==> src/rtl/fsk_beacon_pkg.sv <==
package fsk_beacon_pkg;

  // Smallest bit period (in fast cycles) that keeps the bit rate at or
  // below half the spacing of the two tone frequencies.
  function automatic int unsigned min_bit_div(input int unsigned n, input int unsigned k);
    return (4 * (n + 1) * (n + k + 1) + k - 1) / k;
  endfunction

  function automatic int unsigned cnt_w(input int unsigned depth);
    return (depth < 2) ? 1 : $clog2(depth);
  endfunction

endpackage

==> src/rtl/fsk_bit_timer.sv <==
module fsk_bit_timer
  import fsk_beacon_pkg::*;
#(
  parameter int unsigned BIT_DIV = 32
) (
  input  logic clk,
  input  logic rst_n,
  input  logic enable,
  output logic run_o,
  output logic first_o,
  output logic adv_o
);
  localparam int unsigned CW = cnt_w(BIT_DIV);
  localparam logic [CW-1:0] LAST = CW'(BIT_DIV - 1);

  logic [CW-1:0] cnt_q;
  logic          run_q;

  always_ff @(posedge clk or negedge rst_n) begin
    if (!rst_n) begin
      run_q <= 1'b0;
      cnt_q <= '0;
    end else if (!enable) begin
      run_q <= 1'b0;
      cnt_q <= '0;
    end else begin
      run_q <= 1'b1;
      if (run_q) cnt_q <= (cnt_q == LAST) ? '0 : cnt_q + 1'b1;
    end
  end

  assign run_o   = run_q;
  assign first_o = run_q && (cnt_q == '0);
  assign adv_o   = run_q && (cnt_q == LAST);
endmodule

==> src/rtl/fsk_id_store.sv <==
module fsk_id_store
  import fsk_beacon_pkg::*;
#(
  parameter int unsigned     ID_W    = 16,
  parameter logic [ID_W-1:0] ID_INIT = 16'hBDDC
) (
  input  logic            clk,
  input  logic            rst_n,
  input  logic            enable,
  input  logic            load_en,
  input  logic [ID_W-1:0] load_id,
  input  logic            adv,
  output logic            bit_o
);
  localparam int unsigned IW = cnt_w(ID_W);
  localparam logic [IW-1:0] TOP = IW'(ID_W - 1);

  logic [ID_W-1:0] word_q;
  logic [IW-1:0]   idx_q;

  always_ff @(posedge clk or negedge rst_n) begin
    if (!rst_n)                  word_q <= ID_INIT;
    else if (load_en && !enable) word_q <= load_id;
  end

  always_ff @(posedge clk or negedge rst_n) begin
    if (!rst_n)       idx_q <= TOP;
    else if (!enable) idx_q <= TOP;
    else if (adv)     idx_q <= (idx_q == '0) ? TOP : idx_q - 1'b1;
  end

  assign bit_o = word_q[idx_q];
endmodule

==> src/rtl/fsk_tone_gen.sv <==
module fsk_tone_gen
  import fsk_beacon_pkg::*;
#(
  parameter int unsigned N_UNITS = 1,
  parameter int unsigned K_UNITS = 2
) (
  input  logic clk,
  input  logic rst_n,
  input  logic go,
  input  logic bit_i,
  output logic tone_o
);
  localparam int unsigned HW = cnt_w(N_UNITS + K_UNITS + 2);
  localparam logic [HW-1:0] LIM_FAST = HW'(N_UNITS);
  localparam logic [HW-1:0] LIM_SLOW = HW'(N_UNITS + K_UNITS);

  logic [HW-1:0] hcnt_q;
  logic          tone_q;

  // The next half-period length is taken only when the tone toggles.
  always_ff @(posedge clk or negedge rst_n) begin
    if (!rst_n) begin
      tone_q <= 1'b0;
      hcnt_q <= '0;
    end else if (!go) begin
      tone_q <= 1'b0;
      hcnt_q <= '0;
    end else if (hcnt_q == '0) begin
      tone_q <= ~tone_q;
      hcnt_q <= bit_i ? LIM_SLOW : LIM_FAST;
    end else begin
      hcnt_q <= hcnt_q - 1'b1;
    end
  end

  assign tone_o = tone_q;
endmodule

==> src/rtl/fsk_id_beacon.sv <==
module fsk_id_beacon
  import fsk_beacon_pkg::*;
#(
  parameter int unsigned     ID_W    = 16,
  parameter logic [ID_W-1:0] ID_INIT = 16'hBDDC,
  parameter int unsigned     N_UNITS = 1,
  parameter int unsigned     K_UNITS = 2,
  parameter int unsigned     BIT_DIV = 32
) (
  input  logic            clk,
  input  logic            rst_n,
  input  logic            enable,
  input  logic            load_en,
  input  logic [ID_W-1:0] load_id,
  output logic            tone,
  output logic            bit_out,
  output logic            bit_strobe
);
  logic run, first, adv, raw_bit;

  fsk_bit_timer #(.BIT_DIV(BIT_DIV)) u_timer (
    .clk(clk), .rst_n(rst_n), .enable(enable),
    .run_o(run), .first_o(first), .adv_o(adv)
  );

  fsk_id_store #(.ID_W(ID_W), .ID_INIT(ID_INIT)) u_store (
    .clk(clk), .rst_n(rst_n), .enable(enable),
    .load_en(load_en), .load_id(load_id), .adv(adv), .bit_o(raw_bit)
  );

  fsk_tone_gen #(.N_UNITS(N_UNITS), .K_UNITS(K_UNITS)) u_tone (
    .clk(clk), .rst_n(rst_n), .go(enable && run),
    .bit_i(raw_bit), .tone_o(tone)
  );

  assign bit_out    = run && raw_bit;
  assign bit_strobe = first;
endmodule

==> config.mk <==
export PLATFORM = sky130hd
export DESIGN_NAME = fsk_id_beacon
export DESIGN_NICKNAME = d
export VERILOG_FILES = /design/src/rtl/fsk_beacon_pkg.sv /design/src/rtl/fsk_bit_timer.sv /design/src/rtl/fsk_id_store.sv /design/src/rtl/fsk_tone_gen.sv /design/src/rtl/fsk_id_beacon.sv
export SDC_FILE = /design/constraint.sdc
export NUM_CORES = 1
export LEC_CHECK = 0
export BUFFER_PORTS_ARGS = -buffer_cell sky130_fd_sc_hd__buf_2
export CORE_MARGIN = 1.5
export CORE_UTILIZATION = 33
export CTS_BUF_LIST = sky130_fd_sc_hd__clkbuf_4
export DETAILED_ROUTE_END_ITERATION = 16
export REMOVE_ABC_BUFFERS = 1
export SLEW_MARGIN = 20
export SYNTH_ARGS = -nofsm -noshare
export SYNTH_HDL_FRONTEND = slang
export SYNTH_SLANG_ARGS = --single-unit
export TNS_END_PERCENT = 5
==> constraint.sdc <==
create_clock -name clk -period 2.44 [get_ports clk]
set_input_delay 0.366 -clock clk [delete_from_list [all_inputs] [get_ports clk]]
set_output_delay 0.366 -clock clk [all_outputs]
set_load 0.01 [all_outputs]
* Word level (Yosys, flattened, before mapping)
Cells that the tools add are included.
Cells by class: add/sub/neg operators 3, order comparisons 1, equal/unequal tests 4, muxes and demuxes 14, bitwise gates (word level) 1, reduce and logical (&&, ||, !) cells 9
Operators with widths (count):
- 5-bit two-way mux | 3
- 4-bit two-way mux | 3
- 3-bit two-way mux | 2
- 5-bit by 1-bit adder with 5-bit output (second input constant) | 1
- 5-bit equality test (second input constant) | 1
- 1-bit logical AND | 5
- 5-bit zero test | 1
- 4-bit by 5-bit < comparator with 1-bit output (second input constant) | 1
- 1-bit binary-select mux with 4-bit select | 1
- 4-bit zero test | 1
- 1-bit two-way mux | 4
- 2-bit by 1-bit inequality test with 1-bit output (second input constant) | 2
- 4-bit by 1-bit subtractor with 4-bit output (second input constant) | 1
- 3-bit zero test | 1
- 3-bit by 1-bit subtractor with 3-bit output (second input constant) | 1
- 2-bit two-way mux | 1
- 2-bit inequality test (second input constant) | 1
- 1-bit zero test | 1
- 1-bit NOT | 1
Word-level totals: register bits 30, logic and storage cells 38

* Logic depth before layout (Yosys ltp)
Gate-level depths: netlist of run 1.
depth in word-level cells 5, mapped depth 7, depth with buffers taken out 7

* Modules after synthesis
Synthesis of run 1 repeated with hierarchy kept, for this count alone.
Unflattened totals: cell total of the unflattened synthesis 122, area total of the unflattened synthesis 1530.2 µm²
By module, submodules not included:
- fsk_id_store | instances 1, cells an instance 68, area each 967.2 µm²
- fsk_bit_timer | instances 1, cells an instance 33, area each 347.8 µm²
- fsk_tone_gen | instances 1, cells an instance 19, area each 202.7 µm²
- fsk_id_beacon | instances 1, cells an instance 2, area each 12.5 µm²

* Worst setup path before layout of run 1
No wires, ideal clock.
kind flip-flop to output port, from reg u_store.idx_q[3], to out bit_out, data arrival time 1374 ps, data required time 2074 ps, slack 700 ps, stages on the path, launching flop included 6, path buffers 1, path through dfstp_2 -> buf_6 -> mux2i_1 -> o32ai_1 -> nor4_2 -> nor2b_1
Between the ends: word-level cells in the longest chain between the ends 3
Ends and longest elaborated chain:
- start: declaration | RTL line fsk_id_store.sv:19 | logic [IW-1:0] idx_q;
- start signal: assignment | RTL line fsk_id_store.sv:29 | else if (adv) idx_q <= (idx_q == '0) ? TOP : idx_q - 1'b1;
- 1-bit binary-select mux with 4-bit select | RTL line fsk_id_store.sv:32 | assign bit_o = word_q[idx_q];
- 1-bit two-way mux (not written as such) | RTL line fsk_id_store.sv:32
- 1-bit logical AND | RTL line fsk_id_beacon.sv:36 | assign bit_out = run && raw_bit;
- end: declaration | RTL line fsk_id_beacon.sv:16 | output logic bit_out,
No other way between the ends. The select of a mux whose other input is x is not followed.

* Worst setup path in the final report of run 1
Same ends and word-level chain as after synthesis.

==> metrics.csv, run 1 <==
metric,value,unit
critical_path.cell_chain,buf_4 -> mux2i_1 -> o32ai_1 -> nor4_2 -> nor2b_1 -> buf_2,
synth_area_leader_cell,dfstp_2,
cts_tree,built,
place_hpwl,1930,um
grt_setup_unrepaired,no,
synth_edf_count,0,
final_cells,212,
grt_pass1_wl,4820,um
post_synth_instance_area,1550,um^2
die_h,71.6,um
grt_max_degree,31,
synth.most_common_cell,mux2_2,
synth_top_flop_cell,dfstp_2,
power.total,1.05,mW
viasPerCell,5.00,
status,"complete, no violations",
drive_above_1_share,43.1,%
ys_types,31,
critical_path_required,2.07,ns
tightest_slew,0.650,ns
antenna_left,0,
grtUsageTotal,12.1,%
fmax,427,MHz
synth_top_area_share,25.4,%
cp-startpoint,u_store.idx_q[3]$_DFFE_PN1P_,
p_leak,0.871,nW
ir_worst_vdd,0.000287,V
async_reset_ff_share,100,%
fillers,448,
layout_min_cycle_time,2.34,ns
drc,0,
fp.dieW,71.6,um
drv_slew,0,
setup_tns,0,ns
ys_ff_latch,30,
worst_path_max_delay_cell,dfstp_2,
reg2reg_slack,0.65,ns
cts-hold-fix-buffers,0,
drtIter0Drc,44,
max_stage_delay,0.61,ns
final_util,40.3,%
powerDensity,589,nW/um^2
clkSlewWorstSetupHoldPaths,0.09,ns
path_class,flop to output port,
synth_seq_area_share,49.6,%
cts_setup_buffers,0,
crit_path_start_kind,flop,
grt_pass1_vias,1096,
setup_viol,0,
area_growth,15.4,%
reg2reg_depth,7,
num_vias,1059,
antenna_found_initial,0,
coreArea,4440,um^2
wl_per_cell,12.9,um
final-hold-violation-count,0,
numPortBuffers,22,
layout.nets,185,
relSlewSlack,56.7,%
synth_common_cells,"mux2_2, dfrtp_1, dfstp_2",
syn_avg_cell_area,11.9,um^2
crit_fanout,7,
h-tree-depth,2,
grt_overflow,0,
synth_area_leaders,"dfstp_2, dfrtp_1, mux2_2",
diodes,0,
fin_crit_sh,96.0,%
max_cap_viol_count,0,
start_util,34.9,%
clockRootBuffer,clkbuf_4,
dp_cells,199,
r2r_end,u_store.idx_q[3]$_DFFE_PN1P_,
cts_sinks,30,
clockBufferDepth,2,
insertion_delay,0.33,ns
hold_path_class,primary input to async pin,
ctsResizeCount,0,
ys_warn_count,0,
crit_end,bit_out,
timing.hold.ws,0.0514,ns
r2r_start,u_timer.cnt_q[0]$_DFFE_PN0P_,
drt_wl_total,2730,um
die_area,5120,um^2
drtPass1Iterations,6,
synth_cells,130,
end_kind,output port,
fin_skew,0.00970,ns
numCtsBuffers,5,
place_congestion,0.812,
cp.arrival,1.98,ns
io_pins,23,
num_rows,24,
-- flip-flops by register name, summed over array words and instances (netlist names) --
| signal | count |
|---|---|
| u_timer.cnt_q | 5 |
| u_tone.hcnt_q | 3 |
| u_store.idx_q | 4 |
| u_store.word_q | 16 |
| u_tone.tone_o | 1 |
| u_timer.run_o | 1 |
-- layer usage --
metal	GRT usage, %	wire length (um)
met1	14.6	1260
met2	19.6	1240
met3	3.94	136
met4	6.08	89
met5	0	0
-- where the power goes --
group          leakage, nW  switching (mW)  internal [mW]
logic                0.484          0.0625         0.0830
registers            0.350          0.0306          0.565
clock network       0.0368           0.165          0.148
-- area by class of cell --
type | count | area, um^2 | area share [%]
inverter | 7 | 26.3 | 1.47
clock buffer | 8 | 60.1 | 3.35
tap | 52 | 65.1 | 3.63
multi-input combinational | 87 | 714 | 39.9
timing repair buffer | 28 | 155 | 8.67
sequential | 30 | 769 | 43.0
-- how the worst min path moves through the flow --
stage           from                       endpoint  cells after the start
6_report       rst_n   u_timer.cnt_q[2]$_DFFE_PN0P_                      1
5_1_grt        rst_n   u_timer.cnt_q[2]$_DFFE_PN0P_                      1
4_1_cts        rst_n  u_store.word_q[0]$_DFFE_PN0P_                      1
3_5_place_dp   rst_n   u_timer.cnt_q[2]$_DFFE_PN0P_                      1
3_3_place_gp   rst_n   u_timer.cnt_q[2]$_DFFE_PN0P_                      1
2_1_floorplan  rst_n  u_store.word_q[0]$_DFFE_PN0P_                      0
-- placed cells by master (no fill, tap or decap), types with 2 or more instances in the layout --
cell type / instances
and3_1: 2
ha_1: 6
dfstp_2: 15
nand2_1: 6
mux2i_1: 12
nand2b_1: 4
dfrtp_1: 15
or3b_1: 2
mux2_2: 16
clkbuf_4: 8
o21ai_0: 2
nor2_1: 6
xnor2_1: 3
o32ai_1: 4
buf_4: 6
buf_2: 22
a21oi_1: 3
nor2b_1: 8
nand3b_1: 2
inv_1: 7
-- per-stage QoR --
| stage | area (um^2) | setup slack (ns) |
|---|---|---|
| after floorplan | 1510 | 0.682 |
| after global placement | 1690 | 0.452 |
| after detailed placement | 1690 | 0.393 |
| after CTS | 1750 | 0.0187 |
| after global routing | 1790 | 0.0185 |
| final | 1790 | 0.0974 |
-- cell families (layout without fill, tap and decap cells) --
group | Yosys count | in the layout | share of synthesized area, %
compound gates | 15 | 15 | 6.86
xor+xnor | 3 | 3 | 1.69
fa+ha+maj | 6 | 6 | 4.84
buf+inv | 13 | 43 | 4.35
flops | 30 | 30 | 49.6
mux | 28 | 28 | 19.4
simple gates | 35 | 35 | 13.3
-- critical path: cells and delay by family (launching register included) --
kind	cells	cell delay [ns]
flip-flops	1	0.61
buffers and inverters	2	0.29
AO/OA/AOI/OAI	1	0.10
multiplexers	1	0.18
AND/OR/NAND/NOR	2	0.46
(Power assumes the default switching activity.)
==> run 2: changes to the inputs <==
CORE_MARGIN = unset   (was 1.5)
==> metrics.csv, run 2 (synthesis results as in run 1) <==
metric,value,unit
status,finished with violations,
violations,design-rule violations,
p_clk_share,28.2,%
gr-usage-met3,4.56,%
fmax,443,MHz
place_ws,0.382,ns
layout.nets,183,
drv_slew,0,
grt_setup_unrepaired,no,
path_class,flop to output port,
cp.arrival,1.89,ns
fp.dieW,70.6,um
num_vias,1051,
wl_per_cell,13.0,um
antenna_found_initial,0,
fin_crit_sh,92.6,%
coreArea,4440,um^2
antenna_left,0,
drtPass1Iterations,10,
combPwrFrac,14.0,%
layout_commonest_cell,buf_2,
crit_path_start_kind,flop,
crit_fanout,5,
powerDensity,579,nW/um^2
swShare,24.4,%
cts_tree,built,
viasPerCell,5.00,
io_pins,23,
critical_path_required,2.07,ns
tightest_slew,0.648,ns
grt_pass1_wl,4620,um
finalWorstSetupSlack,0.181,ns
cts_setup_buffers,0,
clkSlewWorstSetupHoldPaths,0.09,ns
largest_reg_flops,16,
ctsResizeCount,0,
fin_skew,0.00568,ns
diodes,0,
max_cap_viol_count,0,
timing.hold.ws,0.0627,ns
final_cells,210,
hold_path_class,primary input to async pin,
clockRootBuffer,clkbuf_4,
layout_min_cycle_time,2.26,ns
drive_above_1_share,41.8,%
num_rows,24,
grt_overflow,0,
dp_cells,199,
grt_max_degree,31,
numPortBuffers,22,
area_growth,14.8,%
busiest_layer,met2,
pwr-share-seq,57.8,%
p_int,0.780,mW
end_kind,output port,
die_area,4980,um^2
use_met1,14.2,%
mostFrequentLayoutCells,"buf_2, mux2_2, dfstp_2, dfrtp_1, mux2i_1",
drtIter0Drc,34,
top_regs,"u_store.word_q (16), u_timer.cnt_q (5), u_store.idx_q (4)",
grt_pass1_vias,1048,
clockBufferDepth,2,
die_h,70.6,um
p_leak,0.865,nW
setup_tns,0,ns
drc,2,
setup_viol,0,
reg2reg_depth,7,
met2_usage,20.2,%
place_hpwl,1980,um
cts_sinks,30,
switching_power,0.252,mW
ir_worst_vdd,0.000284,V
drt_wl_total,2730,um
final-hold-violation-count,0,
start_util,34.9,%
cts-hold-fix-buffers,0,
place_congestion,0.818,
grtUsageTotal,12.1,%
insertion_delay,0.32,ns
h-tree-depth,2,
regMostFlops,u_store.word_q,
numCtsBuffers,5,
relSlewSlack,56.8,%
==> run 2: worst paths after layout <==
check | from | endpoint | slack (ns)
setup reg to reg | u_timer.cnt_q[0]$_DFFE_PN0P_ | u_store.idx_q[3]$_DFFE_PN1P_ | 0.66
hold reg to reg | u_tone.hcnt_q[0]$_DFF_PN0_ | u_tone.hcnt_q[0]$_DFF_PN0_ | 0.46
min in group clk | load_id[3] | u_store.word_q[3]$_DFFE_PN1P_ | 0.27
setup / recovery | u_store.idx_q[3]$_DFFE_PN1P_ | bit_out | 0.18
max in group asynchronous | rst_n | u_store.word_q[14]$_DFFE_PN0P_ | 1.95
hold / removal | rst_n | u_timer.cnt_q[3]$_DFFE_PN0P_ | 0.06
==> run 2: per-stage QoR <==
stage               total power [mW]  utilization [%]  instance area (um^2)
floorplan                      0.692                -                  1510
global placement               0.743             38.1                  1690
detailed placement             0.751             38.1                  1690
CTS                             1.05             39.4                  1750
global route                    1.11             40.1                  1780
finish                          1.03             40.1                  1780
==> run 2: final cells by class <==
| cell class | count | area, um^2 |
|---|---|---|
| sequential | 30 | 769 |
| fill | 456 | 2660 |
| tap | 52 | 65.1 |
| clock buffer | 7 | 52.6 |
| timing repair buffer | 26 | 150 |
| clock inverter | 1 | 3.75 |
| inverter | 7 | 26.3 |
| multi-input combinational | 87 | 714 |
==> run 2: per-layer routing <==
layer / vias up / wire (um)
met5: - / 0
met4: 0 / 38
met3: 7 / 134
met2: 24 / 1340
met1: 511 / 1210
li1: 509 / -
==> run 2: critical path: stages (launching register included) <==
cell and delay [ns]:
dfstp_2 0.56, buf_12 0.12, mux2i_1 0.18, o32ai_1 0.11, nor4_2 0.37, nor2b_1 0.08, buf_2 0.15
==> run 2: power groups by stage <==
stage / clock (mW) / combinational [mW] / sequential, mW
floorplan: 0 / 0.0974 / 0.594
global placement: 0 / 0.137 / 0.606
detailed placement: 0 / 0.145 / 0.606
CTS: 0.304 / 0.146 / 0.596
global route: 0.343 / 0.162 / 0.604
finish: 0.291 / 0.145 / 0.596
